--- src/rtl/irqc_pkg.sv ---
package irqc_pkg;
    localparam int UNIT_W    = 8;
    localparam int IDX_W     = $clog2(UNIT_W);
    localparam int LINES     = 2 * UNIT_W;
    localparam int CASC_PIN  = 2;
    localparam int REDIR_SRC = 2;
    localparam int REDIR_DST = 9;

    typedef logic [UNIT_W-1:0] lvec_t;

    typedef struct packed {
        logic             hit;
        logic [IDX_W-1:0] idx;
    } pick_t;

    typedef enum logic [1:0] {
        STAT_REQ  = 2'd0,
        STAT_SVC  = 2'd1,
        STAT_MSK  = 2'd2,
        STAT_NONE = 2'd3
    } stat_sel_t;

    // lowest set index wins (index 0 is highest priority)
    function automatic pick_t first_set(lvec_t v);
        pick_t p;
        p = '0;
        for (int i = UNIT_W - 1; i >= 0; i--) begin
            if (v[i]) begin
                p.hit = 1'b1;
                p.idx = IDX_W'(i);
            end
        end
        return p;
    endfunction

    // bit i set when no in-service level at or above priority i
    function automatic lvec_t outrank(lvec_t svc);
        lvec_t r;
        logic  busy;
        busy = 1'b0;
        for (int i = 0; i < UNIT_W; i++) begin
            busy = busy | svc[i];
            r[i] = ~busy;
        end
        return r;
    endfunction

    function automatic lvec_t onehot(pick_t p);
        return p.hit ? (lvec_t'(1) << p.idx) : '0;
    endfunction
endpackage

--- src/rtl/irqc_req_latch.sv ---
module irqc_req_latch
    import irqc_pkg::*;
#(
    parameter lvec_t LEVEL_MAP = '0
) (
    input  logic  clk,
    input  logic  rst,
    input  lvec_t lines,
    input  lvec_t clr,
    output lvec_t req
);
    lvec_t prev_q;
    lvec_t pend_q;

    always_ff @(posedge clk) begin
        if (rst) begin
            prev_q <= '0;
            pend_q <= '0;
        end else begin
            prev_q <= lines;
            pend_q <= ((pend_q & ~clr) | (lines & ~prev_q)) & ~LEVEL_MAP;
        end
    end

    // level-mapped bits follow their wire directly (cascade input)
    assign req = (pend_q & ~LEVEL_MAP) | (lines & LEVEL_MAP);
endmodule

--- src/rtl/irqc_unit.sv ---
module irqc_unit
    import irqc_pkg::*;
#(
    parameter lvec_t LEVEL_MAP = '0
) (
    input  logic  clk,
    input  logic  rst,
    input  lvec_t lines,
    input  logic  mask_we,
    input  lvec_t mask_d,
    input  logic  ack,
    input  logic  eoi,
    output logic  int_o,
    output pick_t pick_o,
    output lvec_t req_o,
    output lvec_t svc_o,
    output lvec_t msk_o
);
    lvec_t imr_q;
    lvec_t isr_q;
    lvec_t req;
    lvec_t eligible;
    lvec_t ack_set;
    lvec_t eoi_clr;
    pick_t pick;

    irqc_req_latch #(.LEVEL_MAP(LEVEL_MAP)) u_req (
        .clk   (clk),
        .rst   (rst),
        .lines (lines),
        .clr   (ack_set),
        .req   (req)
    );

    always_comb begin
        eligible = req & ~imr_q & outrank(isr_q);
        pick     = first_set(eligible);
        ack_set  = ack ? onehot(pick) : '0;
        eoi_clr  = eoi ? onehot(first_set(isr_q)) : '0;
    end

    always_ff @(posedge clk) begin
        if (rst) begin
            isr_q <= '0;
            imr_q <= '0;
        end else begin
            isr_q <= (isr_q & ~eoi_clr) | ack_set;
            if (mask_we) imr_q <= mask_d;
        end
    end

    assign int_o  = pick.hit;
    assign pick_o = pick;
    assign req_o  = req;
    assign svc_o  = isr_q;
    assign msk_o  = imr_q;

    // served line is in service one cycle later
    assert_ack_to_service_R4: assert property (@(posedge clk) disable iff (rst)
        (ack && int_o) |=> isr_q[$past(pick.idx)]);

    // an end-of-interrupt alone retires exactly one level
    assert_eoi_retires_one_R6: assert property (@(posedge clk) disable iff (rst)
        (eoi && !ack && (|isr_q)) |=>
        ($countones(isr_q) == $countones($past(isr_q)) - 1));

    // masked requests never drive the interrupt
    assert_masked_silent_R7: assert property (@(posedge clk) disable iff (rst)
        int_o |-> (|(req & ~imr_q)));

    // acknowledge without a winner leaves service state alone
    assert_spurious_no_change_R9: assert property (@(posedge clk) disable iff (rst)
        (ack && !int_o && !eoi) |=> (isr_q == $past(isr_q)));
endmodule

--- src/rtl/irq_cascade_ctrl.sv ---
module irq_cascade_ctrl
    import irqc_pkg::*;
#(
    parameter logic [7:0] VEC_BASE = 8'h20
) (
    input  logic        clk,
    input  logic        rst,
    input  logic [15:0] irq_in,
    input  logic        mask_wr,
    input  logic        mask_sel,
    input  logic [7:0]  mask_data,
    input  logic        inta,
    input  logic        eoi_pri,
    input  logic        eoi_sec,
    input  logic [1:0]  stat_sel,
    output logic        int_out,
    output logic        vec_valid,
    output logic [7:0]  vec,
    output logic [15:0] stat_data
);
    localparam lvec_t PRI_LEVEL = lvec_t'(1) << CASC_PIN;

    lvec_t     sec_lines, pri_lines;
    lvec_t     sec_req, sec_svc, sec_msk;
    lvec_t     pri_req, pri_svc, pri_msk;
    pick_t     sec_pick, pri_pick;
    logic      sec_int, pri_int, sec_ack, via_casc;
    logic [7:0] vec_d, vec_q;
    logic      vv_q;
    stat_sel_t sel;

    always_comb begin
        sec_lines = irq_in[LINES-1:UNIT_W];
        sec_lines[REDIR_DST-UNIT_W] = irq_in[REDIR_DST] | irq_in[REDIR_SRC];
        pri_lines = irq_in[UNIT_W-1:0];
        pri_lines[CASC_PIN] = sec_int;
    end

    assign via_casc = pri_pick.hit && (pri_pick.idx == IDX_W'(CASC_PIN));
    assign sec_ack  = inta && via_casc;

    irqc_unit #(.LEVEL_MAP('0)) u_sec (
        .clk(clk), .rst(rst), .lines(sec_lines),
        .mask_we(mask_wr && mask_sel), .mask_d(mask_data),
        .ack(sec_ack), .eoi(eoi_sec),
        .int_o(sec_int), .pick_o(sec_pick),
        .req_o(sec_req), .svc_o(sec_svc), .msk_o(sec_msk)
    );

    irqc_unit #(.LEVEL_MAP(PRI_LEVEL)) u_pri (
        .clk(clk), .rst(rst), .lines(pri_lines),
        .mask_we(mask_wr && !mask_sel), .mask_d(mask_data),
        .ack(inta), .eoi(eoi_pri),
        .int_o(pri_int), .pick_o(pri_pick),
        .req_o(pri_req), .svc_o(pri_svc), .msk_o(pri_msk)
    );

    always_comb begin
        if (!pri_pick.hit)
            vec_d = VEC_BASE + 8'(UNIT_W - 1);
        else if (via_casc)
            vec_d = VEC_BASE + 8'(UNIT_W) +
                    (sec_pick.hit ? 8'(sec_pick.idx) : 8'(UNIT_W - 1));
        else
            vec_d = VEC_BASE + 8'(pri_pick.idx);
    end

    always_ff @(posedge clk) begin
        if (rst) begin
            vv_q  <= 1'b0;
            vec_q <= '0;
        end else begin
            vv_q <= inta;
            if (inta) vec_q <= vec_d;
        end
    end

    always_comb begin
        sel = stat_sel_t'(stat_sel);
        unique case (sel)
            STAT_REQ: stat_data = {sec_req, pri_req};
            STAT_SVC: stat_data = {sec_svc, pri_svc};
            STAT_MSK: stat_data = {sec_msk, pri_msk};
            default:  stat_data = '0;
        endcase
    end

    assign int_out   = pri_int;
    assign vec_valid = vv_q;
    assign vec       = vec_q;

    // a vector appears only after an acknowledge
    assert_vec_after_ack_R4: assert property (@(posedge clk) disable iff (rst)
        vec_valid |-> $past(inta));

    // secondary levels enter service only through an acknowledge
    assert_sec_entry_by_ack_R3: assert property (@(posedge clk) disable iff (rst)
        (|(sec_svc & ~$past(sec_svc))) |-> $past(inta));

    // secondary in service implies cascade level in service on the primary
    assert_casc_nesting_R6: assert property (@(posedge clk) disable iff (rst)
        ((|sec_svc) && !$past(eoi_pri)) |-> pri_svc[CASC_PIN]);
endmodule

--- config.mk ---
export PLATFORM = sky130hd
export DESIGN_NAME = irq_cascade_ctrl
export DESIGN_NICKNAME = d
export VERILOG_FILES = /design/src/rtl/irqc_pkg.sv /design/src/rtl/irqc_req_latch.sv /design/src/rtl/irqc_unit.sv /design/src/rtl/irq_cascade_ctrl.sv
export SDC_FILE = /design/constraint.sdc
export NUM_CORES = 1
export LEC_CHECK = 0
export CAP_MARGIN = 30
export CORE_MARGIN = 10
export CORE_UTILIZATION = 31
export DETAILED_ROUTE_END_ITERATION = 8
export PLACE_DENSITY_LB_ADDON = 0.05
export SYNTH_ARGS = -nofsm -noshare
export SYNTH_HDL_FRONTEND = slang
export SYNTH_SLANG_ARGS = --single-unit
export TNS_END_PERCENT = 50
--- constraint.sdc ---
create_clock -name clk -period 2.8 [get_ports clk]
set_clock_uncertainty 0.05 [all_clocks]
set_input_delay 0.56 -clock clk [delete_from_list [all_inputs] [get_ports clk]]
set_output_delay 0.56 -clock clk [all_outputs]
set_load 0.02 [all_outputs]
# Word level (Yosys, flattened, before mapping)
# Cells that the tools add are included.
dict set report op_classes {
  shift 4
  n_addsub 2
  n_bitwise 54
  n_reduce_logical 6
  n_mux 44
  eq_ne 3
}
# cell count
set ops {}
lappend ops {{$mux 4} 32}
lappend ops {{$and 8x8->8} 10}
lappend ops {{$mux 8} 8}
lappend ops {{$not 8->8} 8}
lappend ops {{$pmux 16 s3} 1}
lappend ops {{$or 8x8->8} 4}
lappend ops {{$shl 1x3->8 const A} 4}
lappend ops {{$not 1->1} 16}
lappend ops {{$or 1x1->1} 15}
lappend ops {{$add 6x3->7 const A} 2}
lappend ops {{$mux 7} 2}
lappend ops {{$or 8x3->8} 1}
lappend ops {{$logic_and 1x1->1} 4}
lappend ops {{$eq 3x2->1 const B} 1}
lappend ops {{$mux 3} 1}
lappend ops {{$eq 2x1->1 const B} 1}
lappend ops {{$eq 2x2->1 const B} 1}
lappend ops {{$logic_not 2->1} 1}
lappend ops {{$logic_not 1->1} 1}
dict set report totals {
  out_inout_bits 26
  inputBits 33
  wordCells 124
  register_bits 73
}

# Depth between registers and ports, before layout
dict set report depth {
  ltp_word 35
  depth_mapped 7
  ltp_nobuf 6
}

# Cells and area by module
# From an unflattened synthesis, not the netlist that was laid out.
dict set report hier_totals {
  cells_unflattened 414
  area_unflattened_um2 3683.5
}
# mod area_each_um2 seq_area_each_um2 instances cells_per_inst
set modules_own_cells {}
lappend modules_own_cells {irqc_unit 937.1 320.3 2 116}
lappend modules_own_cells {irq_cascade_ctrl 735.7 120.1 1 89}
lappend modules_own_cells {{irqc_req_latch at u_sec.u_req} 564.3 320.3 1 49}
lappend modules_own_cells {{irqc_req_latch at u_pri.u_req} 509.2 280.3 1 44}

# Least setup slack after synthesis
# OpenSTA, ideal clock, no wires.
dict set report synth_path {
  kind {input to output}
  startpoint {input port stat_sel[1]}
  endpoint {output port stat_data[0]}
  n_path_buf 2
  path_stages 4
  arrival_ns 1.981
  t_required_ns 2.190
  slack_ns 0.209
  cell_sequence {clkbuf_1 clkbuf_1 mux2i_1 o21ai_0}
}
dict set report synth_via {
  elab_chain_cells 2
  elab_cells_between_ends 4
  classes_between {eq/ne: 2; mux: 1; reduce/logical: 1}
}
# element line
set synth_rtl {}
lappend synth_rtl {{start, declared} irq_cascade_ctrl.sv:15} ;# input logic [1:0] stat_sel,
lappend synth_rtl {{$eq 2x2->1, or another cell as far along} irq_cascade_ctrl.sv:80} ;# unique case (sel)
lappend synth_rtl {{$pmux 16 s3 *} irq_cascade_ctrl.sv:80}
lappend synth_rtl {{end, declared} irq_cascade_ctrl.sv:19} ;# output logic [15:0] stat_data
# Every way passes the cells marked *; elsewhere a longest branch is shown, timed or not.

# Final worst setup path
dict set report layout_path {
  startpoint {input port stat_sel[1]}
  endpoint {output port stat_data[10]}
}
# Same word-level chain as after synthesis.

==> key figures <==
STA
  – Upper clock frequency limit: 380 MHz
  – Worst-margin pin slew: ~670 ps
  – Number of hold-slack violations in the final timing report: 0
  – Number of pins with negative max-slew slack in the final report: 0
  – Final sum of negative setup slack: 0 ps
  – Remaining max-slew budget at the tightest pin: 55.5%
  – Worst slack on hold paths: between 300 and 400 ps
  – Fin crit period: 2630 ps
  – RSZ-0062 raised after global routing: no
  – Slack of the critical path: 167 ps
  – Final period util: 94.0%
  – Final setup violation count: 0

Worst setup path
  – Classification of the worst setup path: input port to output pin
  – Startpoint kind of the worst setup timing path: input port
  – Endpoint class of the critical path: output pin
  – Worst path arrival time: 2020 ps
  – Worst-path maximum fanout: 8
  – Critical Path RT: 2190 ps

Yosys
  – Number of enable flip-flop cells after synthesis: 0
  – Cell area after technology mapping: 0.00337 mm²
  – Fraction of the yosys area taken by sequential cells: 40.4%
  – Yosys Warn Count: 0
  – Leading cell type by number of instances after synthesis: sky130_fd_sc_hd__dfxtp_1
  – Most area-consuming cells after synthesis: sky130_fd_sc_hd__dfxtp_1, sky130_fd_sc_hd__a21oi_1, sky130_fd_sc_hd__nand2_1
  – Prevailing post-synth register cell: sky130_fd_sc_hd__dfxtp_1
  – Leading area contributor after synthesis: sky130_fd_sc_hd__dfxtp_1
  – Area share of the largest cell type after synthesis: between 40% and 50%
  – Proportion of register bits with asynchronous set or reset after synthesis: 0%
  – Distinct cell type count of the synthesized netlist: 58
  – Number of synthesized register bits: slightly below 70
  – Top cell types by occurrence after synthesis: sky130_fd_sc_hd__dfxtp_1, sky130_fd_sc_hd__nand2_1, sky130_fd_sc_hd__a21oi_1
  – Post-Syn Instances: 418
  – Average size of a mapped cell: 8.07 µm²

Cells and area
  – Relative area change from synthesis to final layout: 30.7%
  – Number of nets in the finished design: 526
  – Number of inserted diodes: 0
  – Non-filler cells, final: 637
  – Share of final-layout standard cells stronger than drive strength 1: 12.3%

Clock tree
  – Clock-pin slew of the registers on the worst-case setup and hold paths: 70 ps
  – H-tree depth: 3
  – Hold_buf cts: 0
  – Longest Clk Path Bufs: 2
  – CTS buffer count: 9
  – CTS Sinks: 68
  – Clock tree from TritonCTS: done
  – Library cell used as clock root buffer: sky130_fd_sc_hd__clkbuf_8
  – Post-CTS setup-driven buffer insertion count: 0
  – Insertion delay of the later-clocked pin in the worst-skew pair: 350 ps

Floorplan
  – Initial Util: between 30% and 40%
  – Floorplan Core Area: 0.0107 mm²
  – Std-Cell Rows: 38
  – I/O pins: between 50 and 60
  – Vertical die dimension: 124 µm
  – Area of the die: ~0.015 mm²
  – Die boundary width: 124 µm

Power
  – Clk network pwr share: 32.6%
  – Worst supply voltage drop on vdd: 0.000220 V
  – Cell leakage power: approximately 1.7 nW
  – Post-layout power: about 0.0025 W
  – Share of total power consumed by net switching: 31.1%
  – Power density cells: 569 mW/mm²
  – Proportion of power drawn by flip-flops and latches: 43.0%
  – Gate power share: 24.4%
  – Net switching power: between 0.0007 and 0.0008 W
  – Internal cell power: 0.00173 W

Hold path
  – Tightest Hold Check Type: input port to flop

Route
  – Initial DRC Count: 222
  – Wire per inst: 17.0 µm
  – Total number of vias: 3239
  – Drt total wl: 10900 µm
  – TritonRoute pass-1 iters: 4
  – Post-DRT Antenna Nets: 0
  – Detailed-route vias per instance: 5.08
  – Post-route DRC violation count: 0

GRT
  – Number of global-route vias before repair: 3258
  – Leftover overflow at the end of global routing: 0
  – Largest net degree at the start of global routing: 59
  – Global router's overall resource usage: 13.9%
  – Initial antenna violation count: 0
  – Wire length of the first global-routing pass: 17700 µm

Job
  – Max Cap Viol: 0

Place
  – Final weighted congestion in routability-driven placement: approximately 0.87
  – Post-placement cell count: about 620
  – Post-placement worst setup slack: -126 ps
  – Quantity of I/O buffers inserted on ports: 55
  – HPWL after detailed placement: 8200 µm

Run status
  – Status: complete, no violations
kinds of logic (layout without fill, tap and decap cells):
family	count (synthesis)	count (layout)	share of synthesized area [%]
buffers and inverters	42	119	5.08
other	1	3	0.111
and+or+nand+nor	170	170	26.6
AOI/OAI and AO/OA	121	121	23.1
muxes	16	16	4.75
DFF	68	68	40.4
power by group through the flow:
stage,registers (W),clock network (W),logic (W)
after floorplan,0.00109,0,0.000361
after global placement,0.00110,0,0.000620
after detailed placement,0.00110,0,0.000621
after CTS,0.00108,0.000841,0.000616
after global routing,0.00109,0.000893,0.000671
final,0.00108,0.000817,0.000613
final timing paths:
check / start / endpoint / slack (ps) / depth (start not counted)
setup reg to reg: u_sec.svc_o[0]$_SDFF_PP0_ / u_sec.u_req.req[3]$_SDFF_PP0_ / 430 / 8
hold reg to reg: u_pri.u_req.prev_q[7]$_SDFF_PP0_ / u_pri.u_req.pend_q[7]$_SDFF_PP0_ / 420 / 2
setup / recovery: stat_sel[1] / stat_data[10] / 170 / 6
hold / removal: rst / u_sec.u_req.prev_q[2]$_SDFF_PP0_ / 390 / 2
cell usage in the layout, fill, tap and decap left out, types with 10 or more instances in the layout:
cell type and instances:
sky130_fd_sc_hd__a21oi_1 47, sky130_fd_sc_hd__buf_4 29, sky130_fd_sc_hd__clkbuf_8 10, sky130_fd_sc_hd__clkdlybuf4s50_1 37, sky130_fd_sc_hd__dfxtp_1 68, sky130_fd_sc_hd__dlygate4sd2_1 15
sky130_fd_sc_hd__inv_1 18, sky130_fd_sc_hd__mux2i_1 16, sky130_fd_sc_hd__nand2_1 55, sky130_fd_sc_hd__nand2b_1 14, sky130_fd_sc_hd__nand3_1 18, sky130_fd_sc_hd__nor2_1 25
sky130_fd_sc_hd__nor2b_1 28, sky130_fd_sc_hd__o21ai_0 26
worst max-delay path, stage by stage:
cell,delay (ps)
sky130_fd_sc_hd__clkdlybuf4s50_1,560
sky130_fd_sc_hd__buf_12,160
sky130_fd_sc_hd__buf_4,150
sky130_fd_sc_hd__mux2i_1,180
sky130_fd_sc_hd__o21ai_0,80
sky130_fd_sc_hd__dlygate4sd2_1,320
flip-flops by register name, summed over array words and instances, names as in the netlist:
signal / flops
u_pri.msk_o: 8
u_pri.svc_o: 8
u_pri.u_req.pend_q: 7
u_pri.u_req.prev_q: 7
u_sec.msk_o: 8
u_sec.svc_o: 8
u_sec.u_req.prev_q: 8
u_sec.u_req.req: 8
vec: 5
vec_valid: 1
through the flow:
| stage | instance area (µm²) | util (%) |
|---|---|---|
| detailed placement | 4240 | 39.4 |
| finish | 4410 | 41.0 |
| floorplan | 3380 | - |
| global route | 4410 | 41.0 |
| CTS | 4420 | 41.1 |
| global placement | 4240 | 39.4 |
what timing repair did:
item | 4_1_cts | 5_1_grt
gates resized for setup | 20 | 4
endpoints found under the hold margin | 0 | 0
endpoints found under the setup margin | 17 | 2
per-layer routing:
metal / global-route usage [%] / vias to the layer above / share of wire, %
met4: 3.08 / 0 / 0.82
met1: 19.0 / 1521 / 52
met3: 4.68 / 7 / 5.9
met2: 20.5 / 86 / 42
met5: 0 / - / 0
li1: - / 1625 / -
area by class of cell:
cell class	instances	area, µm²
inverters	19	71.3
fillers	1183	6340
clock inverters	4	50.0
repair buffers	85	754
flip-flops and latches	68	1360
multi-input cells	310	1850
clock buffers	11	141
well taps	140	175
(Power assumes the default switching activity.)
